**src/rtl/itmr_pkg.sv**
```systemverilog
package itmr_pkg;

    // Control register field positions (the interrupt logic decodes these)
    localparam int unsigned FLAG_BIT   = 7;
    localparam int unsigned MASK_BIT   = 6;
    localparam int unsigned PRESET_BIT = 3;

    // Bus register select
    localparam logic SEL_COUNT = 1'b0;
    localparam logic SEL_CTRL  = 1'b1;

    // Base tick phase: system clock divided by four
    typedef enum logic [1:0] {
        PH_0 = 2'd0,
        PH_1 = 2'd1,
        PH_2 = 2'd2,
        PH_3 = 2'd3
    } phase_e;

    typedef enum logic {
        IRQ_IDLE = 1'b0,
        IRQ_PEND = 1'b1
    } irq_state_e;

endpackage

```
**src/rtl/itmr_phase_gen.sv**
```systemverilog
module itmr_phase_gen
    import itmr_pkg::*;
(
    input  logic clk,
    input  logic rst_n,
    output logic tick
);

    phase_e ph_q;
    phase_e ph_d;

    // Next state: unconditional ring of four phases
    always_comb begin
        unique case (ph_q)
            PH_0:    ph_d = PH_1;
            PH_1:    ph_d = PH_2;
            PH_2:    ph_d = PH_3;
            PH_3:    ph_d = PH_0;
            default: ph_d = PH_0;
        endcase
    end

    always_ff @(posedge clk) begin
        if (!rst_n) ph_q <= PH_0;
        else        ph_q <= ph_d;
    end

    // Output: one base tick per ring lap
    always_comb begin
        tick = (ph_q == PH_3);
    end

    // ticks never come back to back
    p_tick_gap_r2: assert property (@(posedge clk) disable iff (!rst_n)
        tick |=> !tick);

endmodule

```
**src/rtl/itmr_prescaler.sv**
```systemverilog
module itmr_prescaler #(
    parameter int unsigned PRE_W = 7,
    parameter int unsigned SEL_W = 3
) (
    input  logic             clk,
    input  logic             rst_n,
    input  logic             tick,
    input  logic             load,
    input  logic [SEL_W-1:0] sel,
    output logic [PRE_W-1:0] cnt,
    output logic             step
);

    localparam int unsigned NSEL  = 1 << SEL_W;
    localparam int unsigned EXT_W = PRE_W + 2;
    localparam logic [EXT_W-1:0] ONE = EXT_W'(1);

    logic [EXT_W-1:0] cur_x;
    logic [EXT_W-1:0] nxt_x;
    logic [NSEL-1:0]  adv;

    // Unwrapped view so the 0x7F -> 0x80 step is seen before the wrap
    assign cur_x = EXT_W'(cnt);
    assign nxt_x = cur_x + ONE;

    assign adv[0] = 1'b1;

    // One rounding comparator per rate select
    for (genvar g = 1; g < NSEL; g++) begin : g_rate
        localparam int unsigned SH = g - 1;
        logic [EXT_W-1:0] r_cur;
        logic [EXT_W-1:0] r_nxt;
        assign r_cur  = ((cur_x >> SH) + ONE) >> 1;
        assign r_nxt  = ((nxt_x >> SH) + ONE) >> 1;
        assign adv[g] = (r_cur != r_nxt);
    end

    assign step = tick & adv[sel];

    always_ff @(posedge clk) begin
        if (!rst_n)    cnt <= '0;
        else if (load) cnt <= '1;
        else if (tick) cnt <= cnt + 1'b1;
    end

    // a preset command leaves the prescaler at all ones
    p_preset_r9: assert property (@(posedge clk) disable iff (!rst_n)
        load |=> (cnt == '1));

    // the prescaler advances by one (with wrap) per base tick
    p_cnt_adv_r3: assert property (@(posedge clk) disable iff (!rst_n)
        (tick && !load) |=> (cnt == PRE_W'($past(cnt) + 1'b1)));

    // no movement without a tick or a preset
    p_cnt_hold_r3: assert property (@(posedge clk) disable iff (!rst_n)
        (!tick && !load) |=> $stable(cnt));

endmodule

```
**src/rtl/itmr_irq_fsm.sv**
```systemverilog
module itmr_irq_fsm
    import itmr_pkg::*;
(
    input  logic clk,
    input  logic rst_n,
    input  logic timeout,
    input  logic mask_cur,
    input  logic ctl_wr,
    input  logic wr_flag,
    input  logic wr_mask,
    input  logic ack,
    output logic irq
);

    irq_state_e st_q;
    irq_state_e st_d;

    // A control write takes priority, then an unmasked timeout, then the acknowledge
    always_comb begin
        unique case (st_q)
            IRQ_IDLE: begin
                if (ctl_wr)                    st_d = (wr_flag && !wr_mask) ? IRQ_PEND : IRQ_IDLE;
                else if (timeout && !mask_cur) st_d = IRQ_PEND;
                else                           st_d = IRQ_IDLE;
            end
            IRQ_PEND: begin
                if (ctl_wr)                    st_d = (wr_flag && !wr_mask) ? IRQ_PEND : IRQ_IDLE;
                else if (timeout && !mask_cur) st_d = IRQ_PEND;
                else if (ack)                  st_d = IRQ_IDLE;
                else                           st_d = IRQ_PEND;
            end
            default: st_d = IRQ_IDLE;
        endcase
    end

    always_ff @(posedge clk) begin
        if (!rst_n) st_q <= IRQ_IDLE;
        else        st_q <= st_d;
    end

    always_comb begin
        irq = (st_q == IRQ_PEND);
    end

    // an unmasked timeout raises the request
    p_irq_raise_r6: assert property (@(posedge clk) disable iff (!rst_n)
        (timeout && !mask_cur && !ctl_wr) |=> irq);

    // a masked timeout does not raise it
    p_irq_masked_r6: assert property (@(posedge clk) disable iff (!rst_n)
        (!irq && timeout && mask_cur && !ctl_wr) |=> !irq);

    // the request holds until it is acknowledged or rewritten
    p_irq_hold_r10: assert property (@(posedge clk) disable iff (!rst_n)
        (irq && !ack && !ctl_wr) |=> irq);

    // an acknowledge with nothing competing clears it
    p_irq_ack_r10: assert property (@(posedge clk) disable iff (!rst_n)
        (ack && !timeout && !ctl_wr) |=> !irq);

endmodule

```
**src/rtl/itmr_top.sv**
```systemverilog
module itmr_top
    import itmr_pkg::*;
#(
    parameter int unsigned DAT_W = 8,
    parameter int unsigned PRE_W = 7,
    parameter int unsigned SEL_W = 3
) (
    input  logic             clk,
    input  logic             rst_n,
    input  logic             bus_sel,
    input  logic             bus_wr,
    input  logic [DAT_W-1:0] bus_wdata,
    output logic [DAT_W-1:0] bus_rdata,
    input  logic             irq_ack,
    output logic             irq
);

    localparam logic [DAT_W-1:0] CNT_ONE = DAT_W'(1);

    logic             tick;
    logic             step;
    logic [PRE_W-1:0] pre_cnt;
    logic [DAT_W-1:0] dat_q;
    logic [DAT_W-1:0] dat_d;
    logic [DAT_W-1:0] ctl_q;
    logic [DAT_W-1:0] ctl_d;
    logic             wr_dat;
    logic             wr_ctl;
    logic             timeout;
    logic             flag_cont;
    logic             preset;

    assign wr_dat  = bus_wr && (bus_sel == SEL_COUNT);
    assign wr_ctl  = bus_wr && (bus_sel == SEL_CTRL);
    assign preset  = wr_ctl && bus_wdata[PRESET_BIT];

    // A decrement that lands on zero (a bus write to the count wins)
    assign timeout   = step && !wr_dat && (dat_q == CNT_ONE);
    assign flag_cont = ctl_q[FLAG_BIT] | timeout;

    itmr_phase_gen u_phase (
        .clk   (clk),
        .rst_n (rst_n),
        .tick  (tick)
    );

    itmr_prescaler #(
        .PRE_W (PRE_W),
        .SEL_W (SEL_W)
    ) u_pre (
        .clk   (clk),
        .rst_n (rst_n),
        .tick  (tick),
        .load  (preset),
        .sel   (ctl_q[SEL_W-1:0]),
        .cnt   (pre_cnt),
        .step  (step)
    );

    // Count register
    always_comb begin
        if (wr_dat)    dat_d = bus_wdata;
        else if (step) dat_d = dat_q - 1'b1;
        else           dat_d = dat_q;
    end

    // Control register: the flag can only be kept or cleared by a write; the preset bit self-clears
    always_comb begin
        ctl_d = ctl_q;
        ctl_d[FLAG_BIT] = flag_cont;
        if (wr_ctl) begin
            ctl_d = bus_wdata;
            ctl_d[FLAG_BIT]   = flag_cont & bus_wdata[FLAG_BIT];
            ctl_d[PRESET_BIT] = 1'b0;
        end
    end

    always_ff @(posedge clk) begin
        if (!rst_n) begin
            dat_q <= '0;
            ctl_q <= '0;
        end else begin
            dat_q <= dat_d;
            ctl_q <= ctl_d;
        end
    end

    itmr_irq_fsm u_irq (
        .clk      (clk),
        .rst_n    (rst_n),
        .timeout  (timeout),
        .mask_cur (ctl_q[MASK_BIT]),
        .ctl_wr   (wr_ctl),
        .wr_flag  (ctl_d[FLAG_BIT]),
        .wr_mask  (ctl_d[MASK_BIT]),
        .ack      (irq_ack),
        .irq      (irq)
    );

    assign bus_rdata = (bus_sel == SEL_CTRL) ? ctl_q : dat_q;

    // after a control write the request mirrors flag-set, mask-clear
    p_irq_wr_r7: assert property (@(posedge clk) disable iff (!rst_n)
        wr_ctl |=> (irq == (ctl_q[FLAG_BIT] && !ctl_q[MASK_BIT])));

    // each prescaled step takes exactly one off the count
    p_dec_r2: assert property (@(posedge clk) disable iff (!rst_n)
        (step && !wr_dat) |=> (dat_q == DAT_W'($past(dat_q) - 1'b1)));

    // the flag rises only from a decrement of one to zero
    p_flag_rise_r5: assert property (@(posedge clk) disable iff (!rst_n)
        $rose(ctl_q[FLAG_BIT]) |-> ($past(dat_q) == CNT_ONE && $past(step) && !$past(wr_dat)));

    // a control write with bit 7 low leaves the flag clear
    p_flag_clr_r8: assert property (@(posedge clk) disable iff (!rst_n)
        (wr_ctl && !bus_wdata[FLAG_BIT]) |=> !ctl_q[FLAG_BIT]);

endmodule

```
**config.mk**
```make
export PLATFORM = sky130hd
export DESIGN_NAME = itmr_top
export DESIGN_NICKNAME = d
export VERILOG_FILES = /design/src/rtl/itmr_pkg.sv /design/src/rtl/itmr_phase_gen.sv /design/src/rtl/itmr_prescaler.sv /design/src/rtl/itmr_irq_fsm.sv /design/src/rtl/itmr_top.sv
export SDC_FILE = /design/constraint.sdc
export NUM_CORES = 1
export LEC_CHECK = 0
export BUFFER_PORTS_ARGS = -buffer_cell sky130_fd_sc_hd__buf_4
export CAP_MARGIN = 15
export CELL_PAD_IN_SITES_DETAIL_PLACEMENT = 1
export CELL_PAD_IN_SITES_GLOBAL_PLACEMENT = 2
export CORE_MARGIN = 1
export CORE_UTILIZATION = 25
export DETAILED_ROUTE_END_ITERATION = 6
export PLACE_DENSITY = 0.62
export SKIP_LAST_GASP = 1
export SYNTH_ARGS = -nofsm -noshare
export SYNTH_HDL_FRONTEND = slang
export SYNTH_SLANG_ARGS = --single-unit
export TNS_END_PERCENT = 100
```
**constraint.sdc**
```tcl
create_clock -name clk -period 8.2 [get_ports clk]
set_input_delay 0.41 -clock clk [delete_from_list [all_inputs] [get_ports clk]]
set_output_delay 0.41 -clock clk [all_outputs]
set_load 0.01 [all_outputs]
```
==> impl_metrics.env, run 1 <==
export IMPL_comb_power_share_pct=38.1
export IMPL_finalCriticalPeriod_ps=4107
export IMPL_synth_cells=261
export IMPL_numCtsBuffers=3
export IMPL_die_h_um=95.78
export IMPL_cts_hold_fix_buffers=0
export IMPL_cts_max_level=1
export IMPL_core_area_um2=8382
export IMPL_place_ws_ps=4121
export IMPL_clkTransAtPathRegs_ps=100
export IMPL_hold_class="in2reg"
export IMPL_fin_skew_ps=3.350
export IMPL_postRouteAntennaNets=0
export IMPL_fp_dieArea_um2=9173
export IMPL_wl_met2_um=2638
export IMPL_yosys_area_share_simple_pct=21.00
export IMPL_dr_wl_met3_um=120
export IMPL_syn_area_um2=2198
export IMPL_io_buffers=21
export IMPL_r2r_slack_ps=4090
export IMPL_syn_to_final_growth_pct=10.07
export IMPL_syn_area_per_cell_um2=8.423
export IMPL_synth_fa_ha_area_share_pct=10.24
export IMPL_initial_core_util_pct=26.23
export IMPL_drt_wl_total_um=6205
export IMPL_tritoncts="built"
export IMPL_max_cap_viol_count=0
export IMPL_cp_end_kind="register"
export IMPL_clockPowerShare_pct=20.7
export IMPL_cellInternalPower_uw=239.4
export IMPL_grt_max_degree=30
export IMPL_cts_resized=0
export IMPL_nNetsFinal=302
export IMPL_reg2reg_depth=11
export IMPL_synth_compound_gate_area_share_pct=24.36
export IMPL_synth_warnings=0
export IMPL_rows=33
export IMPL_synthXorXnorAreaFrac_pct=10.70
export IMPL_setup_viol=0
export IMPL_criticalPathCategory="reg2reg"
export IMPL_muxShareOfSynthArea_pct=3.927
export IMPL_seqPwrFrac_pct=41.2
export IMPL_holdPathEnd="dat_q[1]"
export IMPL_status="finished clean"
export IMPL_rsz0062_at_grt="false"
export IMPL_grt_pass1_vias=1800
export IMPL_start_kind="register"
export IMPL_grt_pass1_wl_um=9942
export IMPL_async_reset_ff_share_pct=0
export IMPL_whs_path_depth=3
export IMPL_synth_main_ff_cell="dfxtp_1"
export IMPL_fin_crit_sh_pct=50.09
export IMPL_first_iter_violations=92
export IMPL_worst_pin_slew_ps=686.0
export IMPL_wire_per_inst_um=16.55
export IMPL_max_freq_mhz=243.5
export IMPL_via_per_inst=5.016
export IMPL_p_per_area_nw_per_um2=155.3
export IMPL_fin_ws_ps=4093
export IMPL_critPathMaxFanout=10
export IMPL_worstPathRequired_ps=8410
export IMPL_maxSlewHeadroom_pct=54.17
export IMPL_fin_tns_setup_ps=0
export IMPL_drive_gt1_share_pct=15.56
export IMPL_top_layer="met4"
export IMPL_r2r_start="u_pre.cnt[0]"
export IMPL_leakage_nw=0.9671
export IMPL_hpwl_um=4702
export IMPL_synth_edf_count=0
export IMPL_peakVddDrop_mv=0.07399
export IMPL_wl_met1_um=3418
export IMPL_place_congestion=0.7718
export IMPL_drt_pass1_iterations=4
export IMPL_grt_antenna_before_repair=0
export IMPL_grt_overflow_total=0
export IMPL_dieWidth_um=95.78
export IMPL_clock_path_buffers=2
export IMPL_net_switching_power_uw=136.5
export IMPL_cts_root_buf="clkbuf_8"
export IMPL_groute_usage_overall_pct=14.30
export IMPL_ios=22
export IMPL_hold_violations=0
export IMPL_cts_setup_buffers=0
export IMPL_cts_sinks=25
export IMPL_ys_seq_area_share_pct=22.77
export IMPL_synthesis_nets=292
export IMPL_clkLatencyLatePin_ps=270
export IMPL_hold_start="bus_wdata[1]"
export IMPL_switching_share_pct=36.32
export IMPL_drc=0
export IMPL_final_max_slew_viol_count=0
export IMPL_antenna_cells=0
export IMPL_ys_types=61
export IMPL_r2r_end="dat_q[7]"
export IMPL_critical_path_arrival_ps=4310
export IMPL_synth_seq_cells=25
export IMPL_synth_top_family_by_area="compound AO/OA/AOI/OAI gates"
export IMPL_vias=1881
[worst max-delay path by stage]
stage,start,to,depth (start not counted)
global placement,u_pre.cnt[0],dat_q[4],11
global route,u_pre.cnt[0],dat_q[5],11
floorplan,u_pre.cnt[2],dat_q[4],14
finish,u_pre.cnt[0],dat_q[7],11
detailed placement,u_pre.cnt[0],dat_q[7],11
CTS,u_pre.cnt[0],dat_q[7],11
[cell usage in the layout, fill, tap and decap left out, types with 3 or more instances in the layout]
cell type / n
a21boi_0: 15
inv_1: 11
and3_1: 5
nand2_1: 33
and2_1: 3
nor3b_1: 4
o21ai_0: 6
nand2b_1: 3
buf_4: 21
xor2_1: 12
a21oi_1: 11
nand3_1: 7
mux2_2: 5
xnor2_1: 13
dfxtp_1: 25
mux2i_1: 3
nor2_1: 9
clkbuf_8: 3
a31oi_1: 4
o211ai_1: 8
nor3_1: 3
nor2b_1: 6
ha_1: 18
[per-layer routing]
metal	up-vias	track usage, %
li1	946	-
met2	22	21.43
met3	2	2.212
met5	-	0
met4	0	1.493
met1	911	21.96
[registers in the layout, summed over array words and instances (netlist names)]
register and flops:
u_pre.cnt 7, u_phase.ph_q 2, u_irq.irq 1, dat_q 8, ctl_q 7
[final cells by class]
cell class / instances / area [µm²]
Multi-Input combinational cell: 209 / 1544
Sequential cell: 25 / 500.5
Timing Repair Buffer: 21 / 157.7
Clock buffer: 4 / 45.04
Tap cell: 105 / 131.4
Fill cell: 1018 / 5962
Inverter: 11 / 41.29
[worst max-delay path, stage by stage (launching register included)]
cell	delay, ps
dfxtp_1	510
ha_1	520
nand2_1	280
xnor2_1	400
ha_1	410
nand2_1	130
o221ai_1	190
a21oi_1	100
or4_1	550
a311o_1	480
a21oi_4	270
mux2i_1	210
[through the flow]
stage | power, mW | instances | cell area (µm²) | util (%) | hold slack (ps)
floorplan | 0.2637 | 261 | 2198 | - | 440.0
global placement | 0.3017 | 371 | 2375 | 28.33 | 452.1
detailed placement | 0.3025 | 371 | 2375 | 28.33 | 461.0
CTS | 0.3852 | 375 | 2420 | 28.87 | 372.5
global route | 0.4072 | 375 | 2420 | 28.87 | 386.5
finish | 0.3759 | 375 | 2420 | 28.87 | 381.0
[logic make-up after synthesis]
group                      count (synthesis)
muxes                                      8
and+or+nand+nor                           88
AOI/OAI and AO/OA                         69
DFF                                       25
xor gates and xnor gates                  26
adders and majority gates                 18
buffers and inverters                     27
[power by group through the flow]
stage,sequential [mW],clock (mW),combinational [mW]
detailed placement,0.158,0,0.144
finish,0.155,0.0778,0.143
floorplan,0.149,0,0.114
CTS,0.155,0.0847,0.145
global placement,0.158,0,0.144
global route,0.158,0.0873,0.162
[synthesized netlist by cell type, drive strengths merged (8+ instances only)]
master	instances	area share (%)
xnor2	13	5.2
nor2	9	1.5
inv	11	1.9
ha	18	10
nand2	33	5.6
dfxtp	25	23
xor2	13	5.5
a21oi	12	3.2
clkbuf	12	3.5
a21boi	15	5.1
nand3	8	2.0
o211ai	8	2.7
No activity file was read; power rests on OpenSTA's default activity.
==> run 2, diff against run 1 <==
ABC_AREA = 1   (was unset)
PLACE_DENSITY = 0.71   (was 0.62)
clock period = 3.7 ns   (was 8.2 ns; I/O delays follow)
==> run 2 against run 1 <==
Against the previous run: clock skew is 8.5 ps higher; wire length is 16% higher; maximum frequency is 22% higher; register-to-register slack worse by 3700 ps; combinational power is 130% higher; sequential power is 120% higher; sequential share of layout area is 1.1 points lower; utilization is 0.37 points higher; largest power group unchanged; highest routed layer unchanged.
==> impl_metrics.env, run 2 <==
export IMPL_hpwl_um=5740
export IMPL_reg2reg_depth=18
export IMPL_clkTransAtPathRegs_ps=100
export IMPL_numCtsBuffers=3
export IMPL_initial_core_util_pct=25.81
export IMPL_cts_root_buf="clkbuf_8"
export IMPL_netlist_top_cells_area="dfxtp_1, nand2_1, ha_1"
export IMPL_r2r_end="dat_q[1]"
export IMPL_cts_setup_buffers=0
export IMPL_largest_reg_flops=8
export IMPL_cts_max_level=1
export IMPL_wl_met2_um=3231
export IMPL_synthesis_nets=400
export IMPL_synth_most_common_cell="nand2_1"
export IMPL_tritoncts="built"
export IMPL_critical_path_arrival_ps=3580
export IMPL_grt_max_degree=16
export IMPL_peakVddDrop_mv=0.1528
export IMPL_largestRegisters="dat_q: 8 flops, ctl_q: 7 flops, u_pre.cnt: 7 flops"
export IMPL_wire_per_inst_um=14.49
export IMPL_clock_path_buffers=2
export IMPL_top_layer="met4"
export IMPL_postRouteAntennaNets=0
export IMPL_fp_dieArea_um2=9387
export IMPL_core_area_um2=8721
export IMPL_synth_main_ff_cell="dfxtp_1"
export IMPL_rsz0062_at_grt="false"
export IMPL_io_buffers=21
export IMPL_maxSlewHeadroom_pct=63.46
export IMPL_cts_hold_fix_buffers=0
export IMPL_multi_input_area_um2=1490
export IMPL_status="finished clean"
export IMPL_syn_area_um2=2251
export IMPL_synth_seq_cells=25
export IMPL_r2r_start="u_pre.cnt[0]"
export IMPL_final_max_slew_viol_count=0
export IMPL_fin_crit_sh_pct=90.73
export IMPL_drc=0
export IMPL_holdPathEnd="ctl_q[5]"
export IMPL_start_kind="register"
export IMPL_largest_register="dat_q"
export IMPL_final_cell_mix="nand2_1, inv_1, nor2_1, nand3_1, dfxtp_1"
export IMPL_drt_wl_total_um=7186
export IMPL_synth_edf_count=0
export IMPL_grt_pass1_wl_um=12100
export IMPL_syn_area_per_cell_um2=6.100
export IMPL_ios=22
export IMPL_fillers=1139
export IMPL_wl_met1_um=3789
export IMPL_die_h_um=96.89
export IMPL_critPathMaxFanout=12
export IMPL_antenna_cells=0
export IMPL_syn_to_final_growth_pct=13.29
export IMPL_worst_pin_slew_ps=547.5
export IMPL_p_per_area_nw_per_um2=327.8
export IMPL_dieWidth_um=96.89
export IMPL_ys_seq_area_share_pct=22.23
export IMPL_synth_cells=369
export IMPL_post_synth_top_area_cell="dfxtp_1"
export IMPL_synth_top_area_share_pct=22.23
export IMPL_mostFrequentLayoutCell="nand2_1"
export IMPL_vias=2312
export IMPL_hold_violations=0
export IMPL_finalCriticalPeriod_ps=3357
export IMPL_first_iter_violations=90
export IMPL_synth_warnings=0
export IMPL_grt_overflow_total=0
export IMPL_grt_antenna_before_repair=0
export IMPL_cts_resized=0
export IMPL_fin_skew_ps=11.82
export IMPL_rows=34
export IMPL_drive_gt1_share_pct=13.14
export IMPL_leakage_nw=1.251
export IMPL_setup_viol=0
export IMPL_max_freq_mhz=297.9
export IMPL_yosys_top_cells_count="nand2_1, inv_1, nor2_1, nand3_1, dfxtp_1"
export IMPL_worstPathRequired_ps=3920
export IMPL_clkLatencyLatePin_ps=280
export IMPL_dr_wl_met3_um=128
export IMPL_async_reset_ff_share_pct=0
export IMPL_whs_ps=164.3
export IMPL_place_congestion=0.8302
export IMPL_grt_pass1_vias=2378
export IMPL_criticalPathCategory="reg2reg"
export IMPL_nNetsFinal=420
export IMPL_final_seq_area_um2=500.5
export IMPL_whs_path_depth=3
export IMPL_groute_usage_overall_pct=16.12
export IMPL_cp_end_kind="register"
export IMPL_r2r_slack_ps=340
export IMPL_max_cap_viol_count=0
export IMPL_drt_pass1_iterations=4
export IMPL_via_per_inst=4.661
export IMPL_hold_start="bus_wdata[5]"
export IMPL_ys_types=34
export IMPL_cts_sinks=25
export IMPL_fin_tns_setup_ps=0
export IMPL_hold_class="in2reg"
-- run 2: routing by layer --
metal  vias to the layer above  global-route usage, %
met5                         -                      0
met1                      1071                  22.84
li1                       1215                      -
met2                        22                  26.60
met3                         4                  2.240
met4                         0                  1.952
-- run 2: where the power goes --
group	switching [mW]	internal [mW]
clock	0.0973	0.0766
combinational	0.199	0.126
sequential	0.0370	0.300
total	0.333	0.503
-- run 2: worst max-delay path by stage --
stage               end  depth (start not counted)  slack [ps]          from
2_1_floorplan  dat_q[6]                         15        1310  u_pre.cnt[5]
3_3_place_gp   dat_q[1]                         17         380  u_pre.cnt[0]
3_5_place_dp   dat_q[1]                         18         290  u_pre.cnt[0]
4_1_cts        dat_q[1]                         17         290  u_pre.cnt[0]
5_1_grt        dat_q[0]                         18          60  u_pre.cnt[0]
6_report       dat_q[1]                         18         340  u_pre.cnt[0]
-- run 2: cell families after synthesis --
| group | share of synthesized area, % |
|---|---|
| flip-flops | 22.23 |
| AO/OA/AOI/OAI | 12.84 |
| multiplexers | 0.8894 |
| AND/OR/NAND/NOR | 38.97 |
| buffers and inverters | 11.56 |
| adder cells (fa/ha/maj) | 10.01 |
| XOR/XNOR | 3.502 |
-- run 2: worst max-delay path, cell delays in order (launching register included) --
cell	delay (ps)
dfxtp_1	600
ha_1	460
nand2_2	160
nand2_2	90
nand2_2	70
inv_1	140
ha_1	330
nand2_1	160
nand3_1	150
nand4_1	100
nor2_1	150
nand3_1	100
nand2_2	100
nand2_2	70
nand3_2	70
nand2_2	170
inv_1	190
nand2_1	90
a21oi_2	110
-- run 2: layout make-up --
class	instances	area share [%]
repair buffers	24	7.066
multi-input cells	283	58.44
flip-flops and latches	25	19.63
clock buffers	3	1.619
well taps	108	5.299
clock inverters	1	0.2944
inverters	52	7.655
-- run 2: metrics by stage --
stage          power, mW  utilization, %  area [µm²]  instances  worst slack [ps]
2_1_floorplan     0.5731               -        2251        369              1312
3_3_place_gp      0.6664           28.68        2501        492             381.5
3_5_place_dp      0.6726           28.68        2501        492             294.9
4_1_cts           0.8516           29.24        2550        496             287.8
5_1_grt           0.9108           29.24        2550        496             61.04
6_report          0.8360           29.24        2550        496             343.0
